$ cat config.mk
export PLATFORM = sky130hd
export DESIGN_NAME = tri_lut_cell
export DESIGN_NICKNAME = d
export VERILOG_FILES = /design/src/rtl/tlc_pkg.sv /design/src/rtl/tlc_table.sv /design/src/rtl/tlc_carry.sv /design/src/rtl/tlc_regpair.sv /design/src/rtl/tri_lut_cell.sv
export SDC_FILE = /design/constraint.sdc
export NUM_CORES = 1
export LEC_CHECK = 0
export ABC_AREA = 0
export BUFFER_PORTS_ARGS = -buffer_cell sky130_fd_sc_hd__buf_2
export CAP_MARGIN = 25
export CORE_AREA = 2 2 72 74
export CTS_CLUSTER_SIZE = 10
export DETAILED_ROUTE_END_ITERATION = 16
export DIE_AREA = 0 0 74 76
export PLACE_DENSITY = 0.78
export SKIP_CTS_REPAIR_TIMING = 1
export SLEW_MARGIN = 15
export SYNTH_ARGS = -nofsm -noshare
export SYNTH_HDL_FRONTEND = slang
export SYNTH_HIERARCHICAL = 1
export SYNTH_SLANG_ARGS = --single-unit
$ cat constraint.sdc
create_clock -name clk -period 3.7 [get_ports clk]
set_input_delay 0.74 -clock clk [delete_from_list [all_inputs] [get_ports clk]]
set_output_delay 0.74 -clock clk [all_outputs]
set_load 0.01 [all_outputs]
$ cat src/rtl/tlc_pkg.sv
// Shared types for the three-table logic cell.
package tlc_pkg;
    // Operating mode of the cell.
    typedef enum logic [1:0] {
        MODE_LOGIC   = 2'b00,
        MODE_ARITH   = 2'b01,
        MODE_RAM     = 2'b10,
        MODE_DUALRAM = 2'b11
    } cell_mode_e;

    // Flip-flop data select codes (upper bit set selects external data).
    localparam logic [1:0] SRC_OWN = 2'b00;
    localparam logic [1:0] SRC_H   = 2'b01;
endpackage

$ cat src/rtl/tlc_table.sv
// Lookup table held in registers; doubles as a 1-bit-wide RAM.
// Assumes: init is stable while reset is asserted; read is combinational,
// so a same-cycle read of the written address returns the old bit.
module tlc_table #(
    parameter int AW = 4
) (
    input  logic                clk,
    input  logic                rst_n,
    input  logic [(1<<AW)-1:0]  init,
    input  logic                we,
    input  logic [AW-1:0]       waddr,
    input  logic                wdata,
    input  logic [AW-1:0]       raddr,
    output logic                rdata
);
    localparam int DEPTH = 1 << AW;

    logic [DEPTH-1:0] bits;

    // Reload configured contents on reset, else apply a synchronous write.
    always_ff @(posedge clk) begin
        if (!rst_n) begin
            bits <= init;
        end else if (we) begin
            bits[waddr] <= wdata;
        end
    end

    // Asynchronous read port.
    assign rdata = bits[raddr];
endmodule

$ cat src/rtl/tlc_carry.sv
// Dedicated ripple carry path producing NB sum bits and a carry out.
// Assumes: operands arrive LSB first; carry enters at bit 0.
module tlc_carry #(
    parameter int NB = 2
) (
    input  logic [NB-1:0] a,
    input  logic [NB-1:0] b,
    input  logic          cin,
    output logic [NB-1:0] sum,
    output logic          cout
);
    logic [NB:0] chain;

    assign chain[0] = cin;

    // One full-adder stage per bit, carry rippling upward.
    for (genvar i = 0; i < NB; i++) begin : g_bit
        assign sum[i]     = a[i] ^ b[i] ^ chain[i];
        assign chain[i+1] = (a[i] & b[i]) | (chain[i] & (a[i] ^ b[i]));
    end

    assign cout = chain[NB];
endmodule

$ cat src/rtl/tlc_regpair.sv
// Two flip-flops with individual data selects and shared enable/clear.
// Assumes: clear dominates enable; outputs are not looped back in here.
module tlc_regpair
    import tlc_pkg::*;
(
    input  logic       clk,
    input  logic       rst_n,
    input  logic       ce,
    input  logic       clr,
    input  logic [1:0] own,
    input  logic       hval,
    input  logic [1:0] ext,
    input  logic [1:0] src0,
    input  logic [1:0] src1,
    output logic [1:0] q
);
    logic [1:0] sel [2];

    assign sel[0] = src0;
    assign sel[1] = src1;

    for (genvar i = 0; i < 2; i++) begin : g_ff
        logic d;

        // Pick this flip-flop's data source.
        always_comb begin
            if (sel[i][1])            d = ext[i];
            else if (sel[i] == SRC_H) d = hval;
            else                      d = own[i];
        end

        // Shared reset, clear and enable.
        always_ff @(posedge clk) begin
            if (!rst_n || clr) begin
                q[i] <= 1'b0;
            end else if (ce) begin
                q[i] <= d;
            end
        end
    end
endmodule

$ cat src/rtl/tri_lut_cell.sv
// Logic cell: F and G 4-input tables, H 3-input combiner, 2-bit carry path,
// table RAM modes and two flip-flops with shared controls.
// Assumes: mode and table ports are configuration, changed only between uses.
module tri_lut_cell
    import tlc_pkg::*;
#(
    parameter int LUT_K = 4
) (
    input  logic                  clk,
    input  logic                  rst_n,
    input  logic [1:0]            mode,
    input  logic [(1<<LUT_K)-1:0] f_tab,
    input  logic [(1<<LUT_K)-1:0] g_tab,
    input  logic [7:0]            h_tab,
    input  logic [LUT_K-1:0]      f_in,
    input  logic [LUT_K-1:0]      g_in,
    input  logic                  h_in,
    input  logic                  carry_in,
    input  logic                  wr_en,
    input  logic [1:0]            wr_data,
    input  logic                  reg_ce,
    input  logic                  reg_clr,
    input  logic [1:0]            reg0_src,
    input  logic [1:0]            reg1_src,
    input  logic [1:0]            reg_ext,
    output logic                  f_out,
    output logic                  g_out,
    output logic                  h_out,
    output logic                  carry_out,
    output logic [1:0]            q_out
);
    localparam int SUM_W = 2;

    cell_mode_e           m;
    logic                 ram_mode;
    logic                 tab_we;
    logic                 g_wdata;
    logic [LUT_K-1:0]     g_raddr;
    logic                 f_rd;
    logic                 g_rd;
    logic [SUM_W-1:0]     sum;
    logic                 cout_raw;
    logic                 f_res;
    logic                 g_res;

    assign m        = cell_mode_e'(mode);
    assign ram_mode = (m == MODE_RAM) || (m == MODE_DUALRAM);
    assign tab_we   = wr_en && ram_mode;

    // Route write data and G read address per RAM flavour.
    always_comb begin
        g_wdata = (m == MODE_DUALRAM) ? wr_data[0] : wr_data[1];
        g_raddr = (m == MODE_RAM) ? f_in : g_in;
    end

    tlc_table #(.AW(LUT_K)) u_ftab (
        .clk(clk), .rst_n(rst_n), .init(f_tab), .we(tab_we),
        .waddr(f_in), .wdata(wr_data[0]), .raddr(f_in), .rdata(f_rd)
    );

    tlc_table #(.AW(LUT_K)) u_gtab (
        .clk(clk), .rst_n(rst_n), .init(g_tab), .we(tab_we),
        .waddr(f_in), .wdata(g_wdata), .raddr(g_raddr), .rdata(g_rd)
    );

    tlc_carry #(.NB(SUM_W)) u_carry (
        .a({g_in[0], f_in[0]}), .b({g_in[1], f_in[1]}), .cin(carry_in),
        .sum(sum), .cout(cout_raw)
    );

    // Select table results or sum bits, then combine in H.
    always_comb begin
        if (m == MODE_ARITH) begin
            f_res     = sum[0];
            g_res     = sum[1];
            carry_out = cout_raw;
        end else begin
            f_res     = f_rd;
            g_res     = g_rd;
            carry_out = 1'b0;
        end
        h_out = h_tab[{h_in, g_res, f_res}];
    end

    assign f_out = f_res;
    assign g_out = g_res;

    tlc_regpair u_regs (
        .clk(clk), .rst_n(rst_n), .ce(reg_ce), .clr(reg_clr),
        .own({g_res, f_res}), .hval(h_out), .ext(reg_ext),
        .src0(reg0_src), .src1(reg1_src), .q(q_out)
    );
endmodule

Yosys cells after proc, flatten, opt, wreduce, memory -nomap -nowiden

Cells that the tools add are included.

Flip-flop bits (word level): 34
Output and inout port bits: 6
Word-level logic and storage cells: 52

Order comparisons: 4
Equality and inequality tests: 6
Multiplexer cells: 23
Bitwise operators: 10
Reduce and logical (&&, ||, !) cells: 5

Operators by type and width:

| kind               | number |
|---|---|
| $mux 16            | 4 |
| $bwmux 16          | 2 |
| $mux 1             | 12 |
| $lt 4x5->1 const B | 2 |
| $bmux 1 s4         | 2 |
| $eq 2x1->1 const B | 3 |
| $and 1x1->1        | 4 |
| $demux 1 s4        | 1 |
| $eq 2x2->1 const B | 2 |
| $ge 4x1->1 const B | 1 |
| $lt 3x4->1 const B | 1 |
| $mux 4             | 1 |
| $xor 1x1->1        | 4 |
| $bmux 1 s3         | 1 |
| $logic_and 1x1->1  | 2 |
| $logic_or 1x1->1   | 2 |
| $ne 2x1->1 const B | 1 |
| $or 1x1->1         | 2 |
| $logic_not 1->1    | 1 |

Longest topological paths before layout

Word-level depth: 9
Gate-level depth with buffers: 12

Cells and area by module

The synthesis kept the hierarchy.

By module, submodules not included:

| module             | times used | cells each | area each (um^2) | sequential area each (um^2) |
|---|---|---|---|---|
| tlc_table (u_ftab) | 1          | 92         | 978.4            | 480.5 |
| tlc_table (u_gtab) | 1          | 93         | 977.2            | 480.5 |
| tri_lut_cell       | 1          | 38         | 287.8            | 0.0 |
| tlc_regpair        | 1          | 13         | 133.9            | 40.0 |
| tlc_carry          | 1          | 10         | 70.1             | 0.0 |

Worst setup path after synthesis

Ideal clock, no wire load.

Path kind: input to output
From: in mode[1]
To: out h_out
Data arrival time: 3012 ps
Setup slack: -52 ps
Stages: 9
Path buffers: 0
Path through: nor2b_1 mux2_2 mux4_1 mux2i_1 mux2i_1 nand2_1 a31oi_1 a211oi_1 nor4_1

Longest elaborated chain between the ends: 7

RTL lines:

| what                         | line               | source |
|---|---|---|
| from (decl)                  | tri_lut_cell.sv:11 | `input logic [1:0] mode,` |
| $eq 2x2->1                   | tri_lut_cell.sv:53 | `g_raddr = (m == MODE_RAM) ? f_in : g_in;` |
| $mux 4                       | tri_lut_cell.sv:53 |  |
| via g_raddr[0]               | tri_lut_cell.sv:38 | `logic [LUT_K-1:0] g_raddr;` |
| $bmux 1 s4                   | tlc_table.sv:30    | `assign rdata = bits[raddr];` |
| $mux 1 (implied by the code) | tlc_table.sv:30    |  |
| via g_rd                     | tri_lut_cell.sv:40 | `logic g_rd;` |
| $mux 1                       | tri_lut_cell.sv:73 | `if (m == MODE_ARITH) begin` |
| $bmux 1 s3                   | tri_lut_cell.sv:82 | `h_out = h_tab[{h_in, g_res, f_res}];` |
| $mux 1 (implied by the code) | tri_lut_cell.sv:82 |  |
| to (decl)                    | tri_lut_cell.sv:28 | `output logic h_out,` |

The timed path passes the listed nets, and every way through them passes these cells. The select of a mux whose other input is x is not followed.

Worst setup path in the final report

From: in mode[0]
To: out h_out

The elaborated chain is that of the path after synthesis.

==> results.txt <==
The H-tree generated during clock tree synthesis spans 2 levels. The die is 76 um tall. For the via count, the log shows 2,262. The data arrival time of the critical path came out at 2.87 ns. Fraction of synthesis flops using an asynchronous set or reset pin: 0%. The first TritonRoute pass finished after 5 iterations. For the pin with the worst max-slew slack, the measured transition is 0.637 ns. Largest area contributor in the synthesized netlist: edfxtp_1. Static timing analysis puts the maximum clock frequency at 277 MHz. After detailed placement, the design holds a cell count of 389. STA classifies the critical path startpoint as an input pin.

In this run, synthesis inferred 32 flip-flops with an integrated enable. The hold path depth works out to 2. Counting cells, the worst reg-to-reg path comes to 10. Maximum clock skew at final layout: 0.00370 ns. The run gives 246 as the cell count after synthesis.

STA classifies the critical path endpoint as a primary output. At the end of routability-driven placement, the weighted congestion stood at 0.893. TritonCTS built the clock tree. Setup slack on the worst reg-to-reg path comes out at 0.93 ns.

Setup repair after global routing could not meet its margin everywhere. Once detailed placement completed, the half-perimeter wirelength came to 4630 um. Measured on the finished design, the core utilization comes to 63.0%. In the routed design, unresolved DRC markers number 0. The startpoint identified for the worst register-to-register timing path is u_ftab/bits[9]$_DFFE_PP_. Setup violations remaining at the end of the flow were counted as 0.

Overall power consumption after layout is estimated at 1.02 mW. The final cell count without fillers was 398; the delay contributed by the slowest stage of the critical path was 0.44 ns. The tools report the total non-filler cell area in the finished layout as 0.00310 mm^2. The starting utilization of the core area was 49.8%; the post-synthesis sequential area ratio was 40.9%. Of all nets on the critical path, the largest fanout is 5. The final-report hold violation count is 0. The floorplan has 26 rows. The run gives 0.00245 mm^2 as the post-synthesis instance area. On the final layout, the worst hold slack is 0.467 ns. The run gives 0.28 ns as the insertion delay of the later-clocked pin in the worst-skew pair.

The final layout contains 394 nets. The reg-to-reg critical path endpoint was u_regs/q[0]$_SDFFE_PP0P_. The critical path data required time is 2.96 ns. In this run, the number of DRC markers left after iteration 0 of detailed routing was 172.

The run gives 0 as the post-detailed-route count of antenna-violating nets. The number of buffers added on ports works out to 70. Clock tree synthesis selected as its root buffer the cell clkbuf_8. The most used flip-flop cell after synthesis was edfxtp_1. The number of antenna violations at the first check in global routing was 0. The total area inside the core boundary comes to 0.00491 mm^2. Together, buffers and inverters on the worst path number 2.

Among all stages on the critical path, the largest delay is contributed by mux4_2. By area the synthesized netlist is led by edfxtp_1 (39%), mux4_1 (8.6%), o22ai_1 (8.2%), inv_1 (6.6%), o21ai_0 (6.5%). The tools report the number of global-route vias before repair as 2,068.

The overall die area was 0.00562 mm^2; the number of flip-flops and latches in the synthesized netlist was 34. After synthesis, the most frequently instantiated cells are inv_1 (43), edfxtp_1 (32), o21ai_0 (32), o22ai_1 (32), nand3b_1 (13). Counting every net in the synthesized netlist gives 313. In this design, the largest share of critical-path delay is due to multiplexers.

After detailed routing, the average wire length per cell comes to 15.8 um. Clock-pin transition on the worst setup and hold timing paths: 0.07 ns. The smallest clock period supported by the final layout is computed as 3.61 ns. In this run the mean area of a mapped cell was 9.95 um^2. In this run the power density over the cells is 329 mW/mm^2.

The total cell area at the placement stage is 0.00294 mm^2. Of the cells placed in the final design, the portion with a size suffix greater than 1 is 36.9%. The overall routing resource usage is 21.7%, and the area share of the leading cell type in the synthesized netlist is 39.3%. From synthesis to final layout, the design area changed by 26.5%. For this design, the sink count on the clock tree is 34. After routing, the total negative slack on setup checks comes to 0 ns. Before CTS, the worst setup slack after placement is -0.178 ns. VDD sags by at most 0.168 mV. Using the TritonRoute via totals, the vias-per-cell ratio works out to 5.68. For the diode insertion count for antenna repair, the log shows 0. For the max-slew violation total from the final report, the log shows 0. The tools report the standby leakage power as 1.34 nW.

The worst setup path category is input pin to primary output. Traced cell by cell, the critical path runs through buf_8 -> nor2b_4 -> mux2_4 -> mux4_2 -> mux2i_2 -> mux2i_4 -> a21oi_4 -> a211oi_2 -> nor4_2 -> buf_2. Wires add up to 6290 um. The run gives 71 as the number of I/O pins. Worst min-delay path category: register to register. The startpoint identified for the worst hold timing path is u_regs/q[1]$_SDFFE_PP0P_.

The max-capacitance violation count came out at 0. For hold timing, the worst endpoint is u_regs/q[1]$_SDFFE_PP0P_. In this run, distinct cell masters in the synthesized netlist total 33. The first global-routing pass estimated 9410 um of wire. The number of clock buffers added by TritonCTS is 5. Width of the die: 74 um.

Dividing the final minimum period by the clock period gives 97.5%. Counting the fill cells in the layout gives 395. The run finished with clean final reports. Global routing finished with a remaining overflow of 0. Headroom to the max-slew limit came out at 57.5%. The clock passes through at most 2 buffers. The run gives 47 as the maximum number of pins on one net before global-route repair. Yosys instantiated no cell more often than inv_1. The count of warnings emitted by yosys was 6. After layout, the worst setup slack is 0.0914 ns.
[report_power, final]
| part | internal (mW) | switching [mW] | total (mW) |
|---|---|---|---|
| clock | 0.130 | 0.131 | 0.261 |
| sequential | 0.457 | 0.00823 | 0.465 |
| combinational | 0.145 | 0.148 | 0.293 |
| total | 0.732 | 0.287 | 1.02 |
[sequential cells by signal, summed over array words and instances (netlist names)]
name         cells
u_ftab/bits     16
u_regs/q         2
u_gtab/bits     16
[layout by cell type (no fill, tap or decap), drive strengths merged, types with 7 or more instances in the layout]
| cell type | count |
|---|---|
| mux4 | 8 |
| inv | 43 |
| buf | 82 |
| o22ai | 32 |
| nand2 | 7 |
| nand2b | 11 |
| mux2i | 9 |
| o21ai | 32 |
| mux2 | 8 |
| nand3b | 13 |
| clkbuf | 7 |
| edfxtp | 32 |
[cell families after synthesis]
logic type	after synthesis	share of synthesized area, %
buf+inv	52	8.28
compound gates	78	18.8
fa+ha+maj	2	1.64
simple gates	55	14.4
mux	25	16.0
flops	34	40.9
[per-layer routing]
| metal | up-vias | global-route usage, % | wire, um |
|---|---|---|---|
| met5 | - | 0 | 0 |
| met4 | 0 | 6.18 | 77 |
| met3 | 9 | 2.51 | 441 |
| met2 | 107 | 35.7 | 3120 |
| met1 | 1062 | 30.0 | 2660 |
| li1 | 1084 | - | - |
[worst min-delay path, delay by kind of cell, from the launching register on]
family	cells	cell delay, ns
simple gates	1	0.06
flops	1	0.31
compound gates	1	0.05
[how the worst max path moves through the flow]
stage,from,to,slack (ns),depth (start not counted)
finish,mode[0],h_out,0.09,10
global route,mode[0],h_out,-0.07,10
CTS,mode[1],h_out,-0.19,11
detailed placement,mode[1],h_out,-0.18,11
global placement,mode[0],h_out,-0.10,11
floorplan,mode[1],h_out,0.08,9
[cell type report]
cell class	count	area, um^2	area share (%)
Inverter	43	161	5.21
Timing Repair Buffer	83	470	15.2
Clock inverter	2	10.0	0.323
Clock buffer	6	72.6	2.34
Multi-Input combinational cell	160	1290	41.8
Tap cell	70	87.6	2.83
Sequential cell	34	1000	32.3
(Power assumes the default switching activity.)
